==> src/rtl/spi_regbank_pkg.sv <==
package spi_regbank_pkg;
   localparam int BYTE_W      = 8;
   localparam int FRAME_BYTES = 3;
   localparam int FRAME_BITS  = BYTE_W * FRAME_BYTES;
   localparam int CNT_W       = $clog2(FRAME_BITS + 1);
   localparam int NIB_W       = 4;

   localparam logic [BYTE_W-1:0] OP_WRITE = 8'h87;
   localparam logic [BYTE_W-1:0] OP_READ  = 8'h86;
   localparam logic [BYTE_W-1:0] OP_NOP   = 8'h00;

   typedef enum logic [1:0] {
      CMD_NOP,
      CMD_WRITE,
      CMD_READ,
      CMD_BAD
   } cmd_e;

   typedef struct packed {
      logic par_err;
      logic op_err;
   } flags_t;

   function automatic cmd_e decode_op(input logic [BYTE_W-1:0] op);
      case (op)
         OP_WRITE: return CMD_WRITE;
         OP_READ:  return CMD_READ;
         OP_NOP:   return CMD_NOP;
         default:  return CMD_BAD;
      endcase
   endfunction

   function automatic logic even_bit(input logic [BYTE_W-1:0] d, input logic [NIB_W-1:0] a);
      return ^{d, a};
   endfunction
endpackage

==> src/rtl/spi_edge_sync.sv <==
module spi_edge_sync #(
   parameter int STAGES = 2
) (
   input  logic clk,
   input  logic rst_n,
   input  logic sck,
   input  logic mosi,
   input  logic cs_n,
   output logic sck_rise,
   output logic sck_fall,
   output logic mosi_s,
   output logic cs_act
);
   localparam int LAST = STAGES - 1;
   // lane order: {cs_n, mosi, sck}
   localparam logic [2:0] IDLE = 3'b100;

   generate
      if (STAGES < 2) begin : g_bad_stages
         $error("spi_edge_sync: STAGES must be at least 2");
      end
   endgenerate

   logic [2:0] stg [STAGES];
   logic       sck_last;

   always_ff @(posedge clk or negedge rst_n) begin
      if (!rst_n) begin
         for (int s = 0; s < STAGES; s++) stg[s] <= IDLE;
         sck_last <= 1'b0;
      end else begin
         stg[0] <= {cs_n, mosi, sck};
         for (int s = 1; s < STAGES; s++) stg[s] <= stg[s-1];
         sck_last <= stg[LAST][0];
      end
   end

   assign sck_rise = stg[LAST][0] & ~sck_last;
   assign sck_fall = ~stg[LAST][0] & sck_last;
   assign mosi_s   = stg[LAST][1];
   assign cs_act   = ~stg[LAST][2];
endmodule

==> src/rtl/spi_frame_engine.sv <==
module spi_frame_engine
   import spi_regbank_pkg::*;
(
   input  logic              clk,
   input  logic              rst_n,
   input  logic              sck_rise,
   input  logic              sck_fall,
   input  logic              mosi_s,
   input  logic              cs_act,
   input  logic [BYTE_W-1:0] status_live,
   input  logic [BYTE_W-1:0] tail_byte,
   output logic [BYTE_W-1:0] op_q,
   output logic [BYTE_W-1:0] b1_q,
   output logic [BYTE_W-1:0] b2_q,
   output logic [BYTE_W-1:0] stat_cap,
   output logic              done,
   output logic [CNT_W-1:0]  in_cnt,
   output logic [CNT_W-1:0]  out_idx,
   output logic              miso
);
   localparam logic [CNT_W-1:0] END_B0 = CNT_W'(BYTE_W - 1);
   localparam logic [CNT_W-1:0] END_B1 = CNT_W'(2 * BYTE_W - 1);
   localparam logic [CNT_W-1:0] END_B2 = CNT_W'(FRAME_BITS - 1);
   localparam logic [CNT_W-1:0] FULL   = CNT_W'(FRAME_BITS);

   logic [BYTE_W-2:0] sr;
   logic [BYTE_W-1:0] cur;
   logic [BYTE_W-1:0] rx_byte;

   assign rx_byte = {sr, mosi_s};

   always_ff @(posedge clk or negedge rst_n) begin
      if (!rst_n) begin
         in_cnt   <= '0;
         out_idx  <= '0;
         sr       <= '0;
         op_q     <= '0;
         b1_q     <= '0;
         b2_q     <= '0;
         stat_cap <= '0;
         done     <= 1'b0;
      end else begin
         done <= 1'b0;
         if (!cs_act) begin
            in_cnt  <= '0;
            out_idx <= '0;
         end else begin
            if (sck_rise && (in_cnt < FULL)) begin
               in_cnt <= in_cnt + 1'b1;
               sr     <= rx_byte[BYTE_W-2:0];
               if (in_cnt == '0) stat_cap <= status_live;
               if (in_cnt == END_B0) op_q <= rx_byte;
               if (in_cnt == END_B1) b1_q <= rx_byte;
               if (in_cnt == END_B2) begin
                  b2_q <= rx_byte;
                  done <= 1'b1;
               end
            end
            if (sck_fall && (out_idx < FULL)) out_idx <= out_idx + 1'b1;
         end
      end
   end

   always_comb begin
      case (out_idx[CNT_W-1:3])
         2'd0:    cur = (in_cnt == '0) ? status_live : stat_cap;
         2'd1:    cur = op_q;
         2'd2:    cur = tail_byte;
         default: cur = '0;
      endcase
   end

   assign miso = cs_act & cur[~out_idx[2:0]];
endmodule

==> src/rtl/spi_cmd_ctrl.sv <==
module spi_cmd_ctrl
   import spi_regbank_pkg::*;
#(
   parameter int ADDR_W = 4
) (
   input  logic              clk,
   input  logic              rst_n,
   input  logic              done,
   input  logic [BYTE_W-1:0] op_q,
   input  logic [BYTE_W-1:0] b1_q,
   input  logic [BYTE_W-1:0] b2_q,
   input  logic [BYTE_W-1:0] stat_cap,
   output logic              wr_en,
   output logic [ADDR_W-1:0] wr_addr,
   output logic [BYTE_W-1:0] wr_data,
   output logic [ADDR_W-1:0] rd_addr,
   output logic              rd_req,
   output logic [BYTE_W-1:0] status
);
   cmd_e             cmd;
   flags_t           fl;
   logic [NIB_W-1:0] w_nib;
   logic [NIB_W-1:0] r_nib;
   logic             p_odd;
   logic             p_even;
   logic             exp_even;
   logic             par_ok;
   logic             w_in;
   logic             r_in;
   logic             unused_bits;

   assign cmd      = decode_op(op_q);
   assign w_nib    = b2_q[BYTE_W-1 -: NIB_W];
   assign p_odd    = b2_q[BYTE_W-NIB_W-1];
   assign p_even   = b2_q[BYTE_W-NIB_W-2];
   assign r_nib    = b1_q[BYTE_W-1 -: NIB_W];
   assign exp_even = even_bit(b1_q, w_nib);
   assign par_ok   = (p_even == exp_even) && (p_odd == ~exp_even);
   assign unused_bits = ^{b2_q[1:0], b1_q[BYTE_W-NIB_W-1:0], stat_cap[BYTE_W-3:0]};

   generate
      if (ADDR_W == NIB_W) begin : g_full_map
         assign w_in = 1'b1;
         assign r_in = 1'b1;
      end else begin : g_part_map
         assign w_in = (w_nib[NIB_W-1:ADDR_W] == '0);
         assign r_in = (r_nib[NIB_W-1:ADDR_W] == '0);
      end
   endgenerate

   assign wr_addr = w_nib[ADDR_W-1:0];
   assign wr_data = b1_q;
   assign rd_addr = r_nib[ADDR_W-1:0];
   assign rd_req  = (cmd == CMD_READ) && r_in;
   assign wr_en   = done && (cmd == CMD_WRITE) && par_ok && w_in && (wr_addr != '0);

   always_ff @(posedge clk or negedge rst_n) begin
      if (!rst_n) begin
         fl <= '0;
      end else if (done) begin
         fl.par_err <= (fl.par_err & ~stat_cap[BYTE_W-1]) | ((cmd == CMD_WRITE) & ~par_ok);
         fl.op_err  <= (fl.op_err  & ~stat_cap[BYTE_W-2]) | (cmd == CMD_BAD);
      end
   end

   assign status = {fl.par_err, fl.op_err, {(BYTE_W-2){1'b0}}};
endmodule

==> src/rtl/spi_regfile.sv <==
module spi_regfile
   import spi_regbank_pkg::*;
#(
   parameter int                ADDR_W   = 4,
   parameter logic [BYTE_W-1:0] ID_VALUE = 8'hA5
) (
   input  logic              clk,
   input  logic              rst_n,
   input  logic              wr_en,
   input  logic [ADDR_W-1:0] wr_addr,
   input  logic [BYTE_W-1:0] wr_data,
   input  logic [ADDR_W-1:0] rd_addr,
   output logic [BYTE_W-1:0] rd_data
);
   localparam int DEPTH = 1 << ADDR_W;

   logic [BYTE_W-1:0] q [DEPTH];

   generate
      for (genvar i = 0; i < DEPTH; i++) begin : g_entry
         if (i == 0) begin : g_id
            assign q[i] = ID_VALUE;
         end else begin : g_rw
            always_ff @(posedge clk or negedge rst_n) begin
               if (!rst_n)                              q[i] <= '0;
               else if (wr_en && (wr_addr == ADDR_W'(i))) q[i] <= wr_data;
            end
         end
      end
   endgenerate

   assign rd_data = q[rd_addr];
endmodule

==> src/rtl/spi_regbank_slave.sv <==
module spi_regbank_slave
   import spi_regbank_pkg::*;
#(
   parameter int                ADDR_W      = 4,
   parameter int                SYNC_STAGES = 2,
   parameter logic [BYTE_W-1:0] ID_VALUE    = 8'hA5
) (
   input  logic clk,
   input  logic rst_n,
   input  logic spi_sck,
   input  logic spi_mosi,
   input  logic spi_cs_n,
   output logic spi_miso
);
   generate
      if (ADDR_W < 1 || ADDR_W > NIB_W) begin : g_bad_addr
         $error("spi_regbank_slave: ADDR_W must lie in 1..4");
      end
   endgenerate

   logic              sck_rise, sck_fall, mosi_s, cs_act;
   logic [BYTE_W-1:0] op_q, b1_q, b2_q, stat_cap, status, rd_data, tail_byte, wr_data;
   logic              done, wr_en, rd_req;
   logic [CNT_W-1:0]  in_cnt, out_idx;
   logic [ADDR_W-1:0] wr_addr, rd_addr;

   spi_edge_sync #(.STAGES(SYNC_STAGES)) u_sync (
      .clk(clk), .rst_n(rst_n), .sck(spi_sck), .mosi(spi_mosi), .cs_n(spi_cs_n),
      .sck_rise(sck_rise), .sck_fall(sck_fall), .mosi_s(mosi_s), .cs_act(cs_act)
   );

   spi_frame_engine u_frame (
      .clk(clk), .rst_n(rst_n), .sck_rise(sck_rise), .sck_fall(sck_fall),
      .mosi_s(mosi_s), .cs_act(cs_act), .status_live(status), .tail_byte(tail_byte),
      .op_q(op_q), .b1_q(b1_q), .b2_q(b2_q), .stat_cap(stat_cap), .done(done),
      .in_cnt(in_cnt), .out_idx(out_idx), .miso(spi_miso)
   );

   spi_cmd_ctrl #(.ADDR_W(ADDR_W)) u_cmd (
      .clk(clk), .rst_n(rst_n), .done(done), .op_q(op_q), .b1_q(b1_q), .b2_q(b2_q),
      .stat_cap(stat_cap), .wr_en(wr_en), .wr_addr(wr_addr), .wr_data(wr_data),
      .rd_addr(rd_addr), .rd_req(rd_req), .status(status)
   );

   spi_regfile #(.ADDR_W(ADDR_W), .ID_VALUE(ID_VALUE)) u_regs (
      .clk(clk), .rst_n(rst_n), .wr_en(wr_en), .wr_addr(wr_addr), .wr_data(wr_data),
      .rd_addr(rd_addr), .rd_data(rd_data)
   );

   assign tail_byte = rd_req ? rd_data : '0;
endmodule

==> config.mk <==
export PLATFORM = sky130hd
export DESIGN_NAME = spi_regbank_slave
export DESIGN_NICKNAME = d
export VERILOG_FILES = /design/src/rtl/spi_regbank_pkg.sv /design/src/rtl/spi_edge_sync.sv /design/src/rtl/spi_frame_engine.sv /design/src/rtl/spi_cmd_ctrl.sv /design/src/rtl/spi_regfile.sv /design/src/rtl/spi_regbank_slave.sv
export SDC_FILE = /design/constraint.sdc
export NUM_CORES = 1
export LEC_CHECK = 0
export ABC_AREA = 1
export CAP_MARGIN = 20
export CELL_PAD_IN_SITES_DETAIL_PLACEMENT = 1
export CELL_PAD_IN_SITES_GLOBAL_PLACEMENT = 2
export CORE_ASPECT_RATIO = 1.2
export CORE_MARGIN = 1.5
export CORE_UTILIZATION = 25
export CTS_CLUSTER_DIAMETER = 50
export DETAILED_ROUTE_END_ITERATION = 12
export PLACE_DENSITY = 0.56
export SLEW_MARGIN = 0
export SYNTH_ARGS = -nofsm -noshare
export SYNTH_HDL_FRONTEND = slang
export SYNTH_SLANG_ARGS = --single-unit
==> constraint.sdc <==
create_clock -name clk -period 1.95 [get_ports clk]
set_input_delay 0.195 -clock clk [delete_from_list [all_inputs] [get_ports clk]]
set_output_delay 0.195 -clock clk [all_outputs]
set_load 0.05 [all_outputs]
After elaboration in Yosys (flattened, before gate mapping)
Cells that the tools add are included.
{ "classes": {"eq_ne": 27, "bitwise": 17, "order_cmp": 4, "mul": 0, "add_sub_neg": 2, "muxes": 16, "div": 0, "n_shift": 0, "n_reduce_logical": 32} }
{ "ops": {"columns": ["op", "n"], "rows": [
  ["8-bit binary-select mux with 4-bit select", 1],
  ["4-bit == test (second input constant)", 8],
  ["8-bit 2-to-1 mux", 4],
  ["8-bit one-hot mux with 3 select lines", 1],
  ["1-bit logical AND", 21],
  ["5-bit 2-to-1 mux", 4],
  ["4-bit by 3-bit == test with 1-bit output (second input constant)", 4],
  ["8-bit == test (second input constant)", 2],
  ["12-bit XOR reduction", 1],
  ["5-bit by 1-bit adder with 5-bit output (second input constant)", 2],
  ["5-bit < comparator (second input constant)", 2],
  ["3-bit AND reduction", 3],
  ["4-bit by 2-bit == test with 1-bit output (second input constant)", 2],
  ["8-bit zero test", 1],
  ["1-bit inverter", 7],
  ["1-bit bitwise AND", 6],
  ["2-bit == test (second input constant)", 3],
  ["2-bit one-hot mux with 3 select lines", 1],
  ["5-bit by 3-bit == test with 1-bit output (second input constant)", 1],
  ["5-bit by 4-bit == test with 1-bit output (second input constant)", 1],
  ["5-bit == test (second input constant)", 1],
  ["5-bit greater-or-equal comparator (second input constant)", 1],
  ["5-bit zero test", 1],
  ["4-bit inverter with 5-bit output", 1],
  ["12 further kinds", 19]
]} }
{ "totals": {"input_bits": 5, "output_inout_bits": 1, "mem_bits_ro": 0, "reg_bits": 179, "latch_bits": 0, "n_memories": 0, "elab_cells": 126, "ramBits": 0} }

Longest topological paths before layout
{ "depth": {"word_depth": 9, "depth_mapped": 16, "ltp_nobuf": 14} }

By module
From an unflattened synthesis, not the netlist that was laid out.
{ "unflattened": {"hier_cells": 1171, "area_unflattened_um2": 9049.9} }
{ "by_module_without_submodules": {"columns": ["mod", "n_inst", "seq_area_each_um2", "area_each_um2", "cells_each"], "rows": [
  ["spi_regfile", 1, 3002.9, 5756.8, 756],
  ["spi_frame_engine", 1, 1251.2, 2467.4, 289],
  ["spi_cmd_ctrl", 1, 50.0, 564.3, 97],
  ["spi_edge_sync", 1, 177.7, 196.4, 12],
  ["spi_regbank_slave", 1, 0.0, 65.1, 17]
]} }

Worst setup path after synthesis
No wires, ideal clock.
{ "synth_timing": {"kind": "register to output", "start": "register u_frame.b1_q[5]", "end": "output spi_miso", "slack_ns": -0.402, "arrival_ns": 2.157, "required_time_ns": 1.755, "stages_incl_launch_ff": 12, "n_path_buf": 2, "path_cell_list": "dfrtp_1 > inv_1 > buf_2 > buf_1 > o21ai_0 > o211ai_1 > nand2_1 > nor3_1 > nor2_1 > nor2_1 > nor2_1 > nor2_1"} }
{ "synth_between": {"elab_chain_cells": 9} }
{ "synth_lines": {"columns": ["element", "line", "rtl"], "rows": [
  ["start: declaration", "spi_frame_engine.sv:13", "output logic [BYTE_W-1:0] b1_q,"],
  ["start signal: assignment", "spi_frame_engine.sv:53", "if (in_cnt == END_B1) b1_q <= rx_byte;"],
  ["4-bit inverter with 5-bit output (implied by the code)", "spi_regfile.sv:32", "assign rd_data = q[rd_addr];"],
  ["8-bit binary-select mux with 4-bit select", "spi_regfile.sv:32", null],
  ["8-bit 2-to-1 mux (implied by the code) (2 in a row)", "spi_regfile.sv:32", null],
  ["8-bit 2-to-1 mux", "spi_regbank_slave.sv:50", "assign tail_byte = rd_req ? rd_data : '0;"],
  ["8-bit one-hot mux with 3 select lines", "spi_frame_engine.sv:65", "case (out_idx[CNT_W-1:3])"],
  ["1-bit binary-select mux with 3-bit select", "spi_frame_engine.sv:73", "assign miso = cs_act & cur[~out_idx[2:0]];"],
  ["1-bit 2-to-1 mux (implied by the code)", "spi_frame_engine.sv:73", null],
  ["1-bit bitwise AND", "spi_frame_engine.sv:73", null],
  ["end: declaration", "spi_regbank_slave.sv:13", "output logic spi_miso"]
]} }
No other way between the ends. The select of a mux whose other input is x is not followed.

Worst setup path after layout
{ "layout_timing": {"start": "register u_frame.b1_q[4]", "end": "output spi_miso"} }
Same word-level chain as after synthesis.

==> results.json <==
{
  "status": "finished with violations",
  "violations": "setup timing",
  "io_pins": 6,
  "die_x_um": 179.2,
  "fill_cells": 4365,
  "cp.required_ps": 1750,
  "critPathMaxStageDelay_ps": 430,
  "total_power_mw": 7.591,
  "cp.depth": 15,
  "drc_errors": 0,
  "clock_path_buffers": 2,
  "startpoint": "u_frame.b1_q[4]",
  "grt_pass1_wl_mm": 59.19,
  "worstSkewPairLatency_ps": 460,
  "dpl.hpwl_mm": 23.03,
  "die_h_um": 214.4,
  "final_hold_viol_count": 0,
  "antenna_found_initial": 0,
  "reg2reg_depth": 20,
  "p_leak_nw": 6.476,
  "finalSetupViolCount": 122,
  "cts-buffers-inserted": 17,
  "htree_levels": 4,
  "min_from": "spi_cs_n",
  "regToRegEndpoint": "u_regs.q[103]",
  "most-common-layout-cells": "475 x nand2_1, 173 x dfrtp_1, 128 x nand4_1",
  "place_congestion": 0.7261,
  "pwr-share-clk_pct": 46.7,
  "synthesis.area_um2": 9310,
  "ir_drop_mv": 0.5756,
  "synth_ff_type": "dfrtp_1",
  "instances_no_fill": 1843,
  "areaGrowthSynthToFinish_pct": 39.15,
  "fin_crit_ps": 2671,
  "max_freq_mhz": 374.4,
  "r2r_start": "u_frame.b1_q[4]",
  "drt_iter0_drc": 526,
  "synth_edf_count": 0,
  "core-area_um2": 36800,
  "viasPerCell": 4.864,
  "whs_ps": 135.4,
  "p_switching_mw": 1.872,
  "rows": 77,
  "synth_async_sr_flop_share_pct": 100.0,
  "intPower_mw": 5.719,
  "crit_top_cell": "buf_12",
  "fin_skew_ps": 11.84,
  "cp_max_fo": 6,
  "cp_top_family": "buffers and inverters",
  "portBuffers": 5,
  "critPathBufInv": 5,
  "r2r_setup_slack_ps": -550,
  "maxSlewViolCount": 0,
  "ys_seq_area_share_pct": 47.60,
  "power.density_nw_per_um2": 585.9,
  "finalWirelength_mm": 37.37,
  "die_area_um2": 38410,
  "worstSetupPathType": "reg -> out",
  "dp_cells": 1741,
  "diodes": 0,
  "grt_max_degree": 45,
  "initial_core_util_pct": 25.30,
  "syn_area_per_cell_um2": 7.663,
  "start_kind": "flip-flop",
  "critPathCaptureType": "output port",
  "rsz0062_at_grt": "true",
  "syn_inst": 1215,
  "grt_pass1_vias": 9541,
  "yosys_warnings": 0,
  "cp_cell_sequence": "buf_6, buf_12, buf_12, buf_6, nand2_2, nand3_2, a21oi_2, nor2_2, nand2_1, nand2_1, a21oi_2, nand3_2, nand2_2, nor2_4, buf_12",
  "worst_pin_slew_ps": 495.3,
  "clkSinkCount": 177,
  "pwr-share-seq_pct": 49.3,
  "finalCritPeriodShare_pct": 137.0,
  "synth_cell_type_count": 34,
  "slew_headroom_pct": 66.98,
  "drive_above_1_share_pct": 24.98,
  "cp-endpoint": "spi_miso",
  "switching_share_pct": 24.66,
  "hold_class": "in -> reg",
  "crit_slowest_cell": "dfrtp_2",
  "ant_nets": 0,
  "dr_total_vias": 8964,
  "drv_cap": 0,
  "drtPass1Iterations": 5,
  "cts_tree": "built",
  "cp.arrival_ps": 2480,
  "p_comb_share_pct": 4.0,
  "cts-root-buf": "clkbuf_16",
  "clk_pin_slew_ps": 70,
  "setup_ws_ps": -720.8,
  "pre_cts_slack_ps": -400.0,
  "wl_per_cell_um": 20.28,
  "final_common_cell": "nand2_1",
  "grtUsageTotal_pct": 20.72,
  "syn_nets": 1232,
  "gr-total-overflow": 0,
  "nNetsFinal": 1373,
  "synth-seq-cells": 177
}
worst reg2reg max path, delay by kind of cell (launching register included):
family,cells,cell delay [ps]
flip-flops,1,430
AO/OA/AOI/OAI,1,70
buffers and inverters,10,1190
AND/OR/NAND/NOR,9,690
repair_timing:
item | in CTS | in global routing
gates cloned | 21 | 0
endpoints found under the setup margin | 122 | 122
gates resized for setup | 120 | 47
hold endpoints to repair | 37 | 0
buffers inserted | 47 | 5
hold buffers | 1 | 0
pin swaps | 60 | 26
worst min-delay path by stage:
stage / to / depth (start not counted)
3_3_place_gp: u_regs.q[33] / 1
3_5_place_dp: u_regs.q[33] / 1
6_report: u_sync.stg[5] / 1
5_1_grt: u_sync.stg[5] / 1
2_1_floorplan: u_cmd.status[6] / 0
4_1_cts: u_sync.stg[5] / 1
flip-flops by register name (all words and copies together), names as in the netlist:
| signal | cells |
|---|---|
| u_frame.op_q | 8 |
| u_frame.in_cnt | 5 |
| u_sync.stg | 5 |
| u_frame.b2_q | 6 |
| u_sync.mosi_s | 1 |
| u_regs.q | 120 |
| u_cmd.status | 2 |
| u_frame.stat_cap | 8 |
| u_frame.out_idx | 5 |
| u_frame.b1_q | 8 |
| u_frame.done | 1 |
| u_frame.sr | 7 |
| u_sync.sck_last | 1 |
cells by family after synthesis:
kind of cell | after synthesis | synth area share, %
simple gates | 781 | 38.05
flops | 177 | 47.60
compound gates | 73 | 4.274
buf+inv | 170 | 8.278
xor+xnor | 2 | 0.1882
fa+ha+maj | 12 | 1.613
cell type report:
type / instances / area (µm²) / share of cell area (%)
multi-input combinational: 868 / 4443 / 34.30
tap: 474 / 593.1 / 4.578
inverter: 85 / 331.6 / 2.559
clock buffer: 22 / 484.2 / 3.738
clock inverter: 10 / 101.3 / 0.7823
sequential: 177 / 4434 / 34.23
timing repair buffer: 207 / 2567 / 19.82
layer usage:
metal	global-route usage (%)	wire (µm)
met5	0	0
met4	6.639	801
met3	2.766	715
met2	34.67	18660
met1	27.44	17200
power by group through the flow:
stage / Combinational (mW) / Sequential [mW] / Clock [mW]
after floorplan: 0.104 / 3.81 / 0
after global placement: 0.311 / 3.81 / 0
after detailed placement: 0.311 / 3.82 / 0
after CTS: 0.317 / 3.74 / 3.67
after global routing: 0.353 / 3.75 / 3.79
final: 0.305 / 3.74 / 3.54
through the flow:
step / instance area [µm²] / utilization (%) / TNS (ps)
after floorplan: 9328 / - / 0
after global placement: 10780 / 29.29 / -25790
after detailed placement: 10780 / 29.29 / -28400
after CTS: 12830 / 34.85 / -45290
after global routing: 12950 / 35.20 / -74350
final: 12950 / 35.20 / -57080
synth_stat cells, types with 8 or more instances:
| library cell | n | area, µm² |
|---|---|---|
| nand2_1 | 511 | 1918 |
| dfrtp_1 | 175 | 4379 |
| nand4_1 | 128 | 800.8 |
| inv_1 | 81 | 304.0 |
| nand3_1 | 79 | 395.4 |
| o21ai_0 | 52 | 260.3 |
| clkbuf_1 | 46 | 172.7 |
| nor2_1 | 43 | 161.4 |
| buf_2 | 16 | 80.08 |
| buf_6 | 12 | 135.1 |
| ha_1 | 12 | 150.1 |
| nand4_4 | 9 | 191.4 |
| a21oi_1 | 8 | 40.04 |
(Power assumes the default switching activity.)
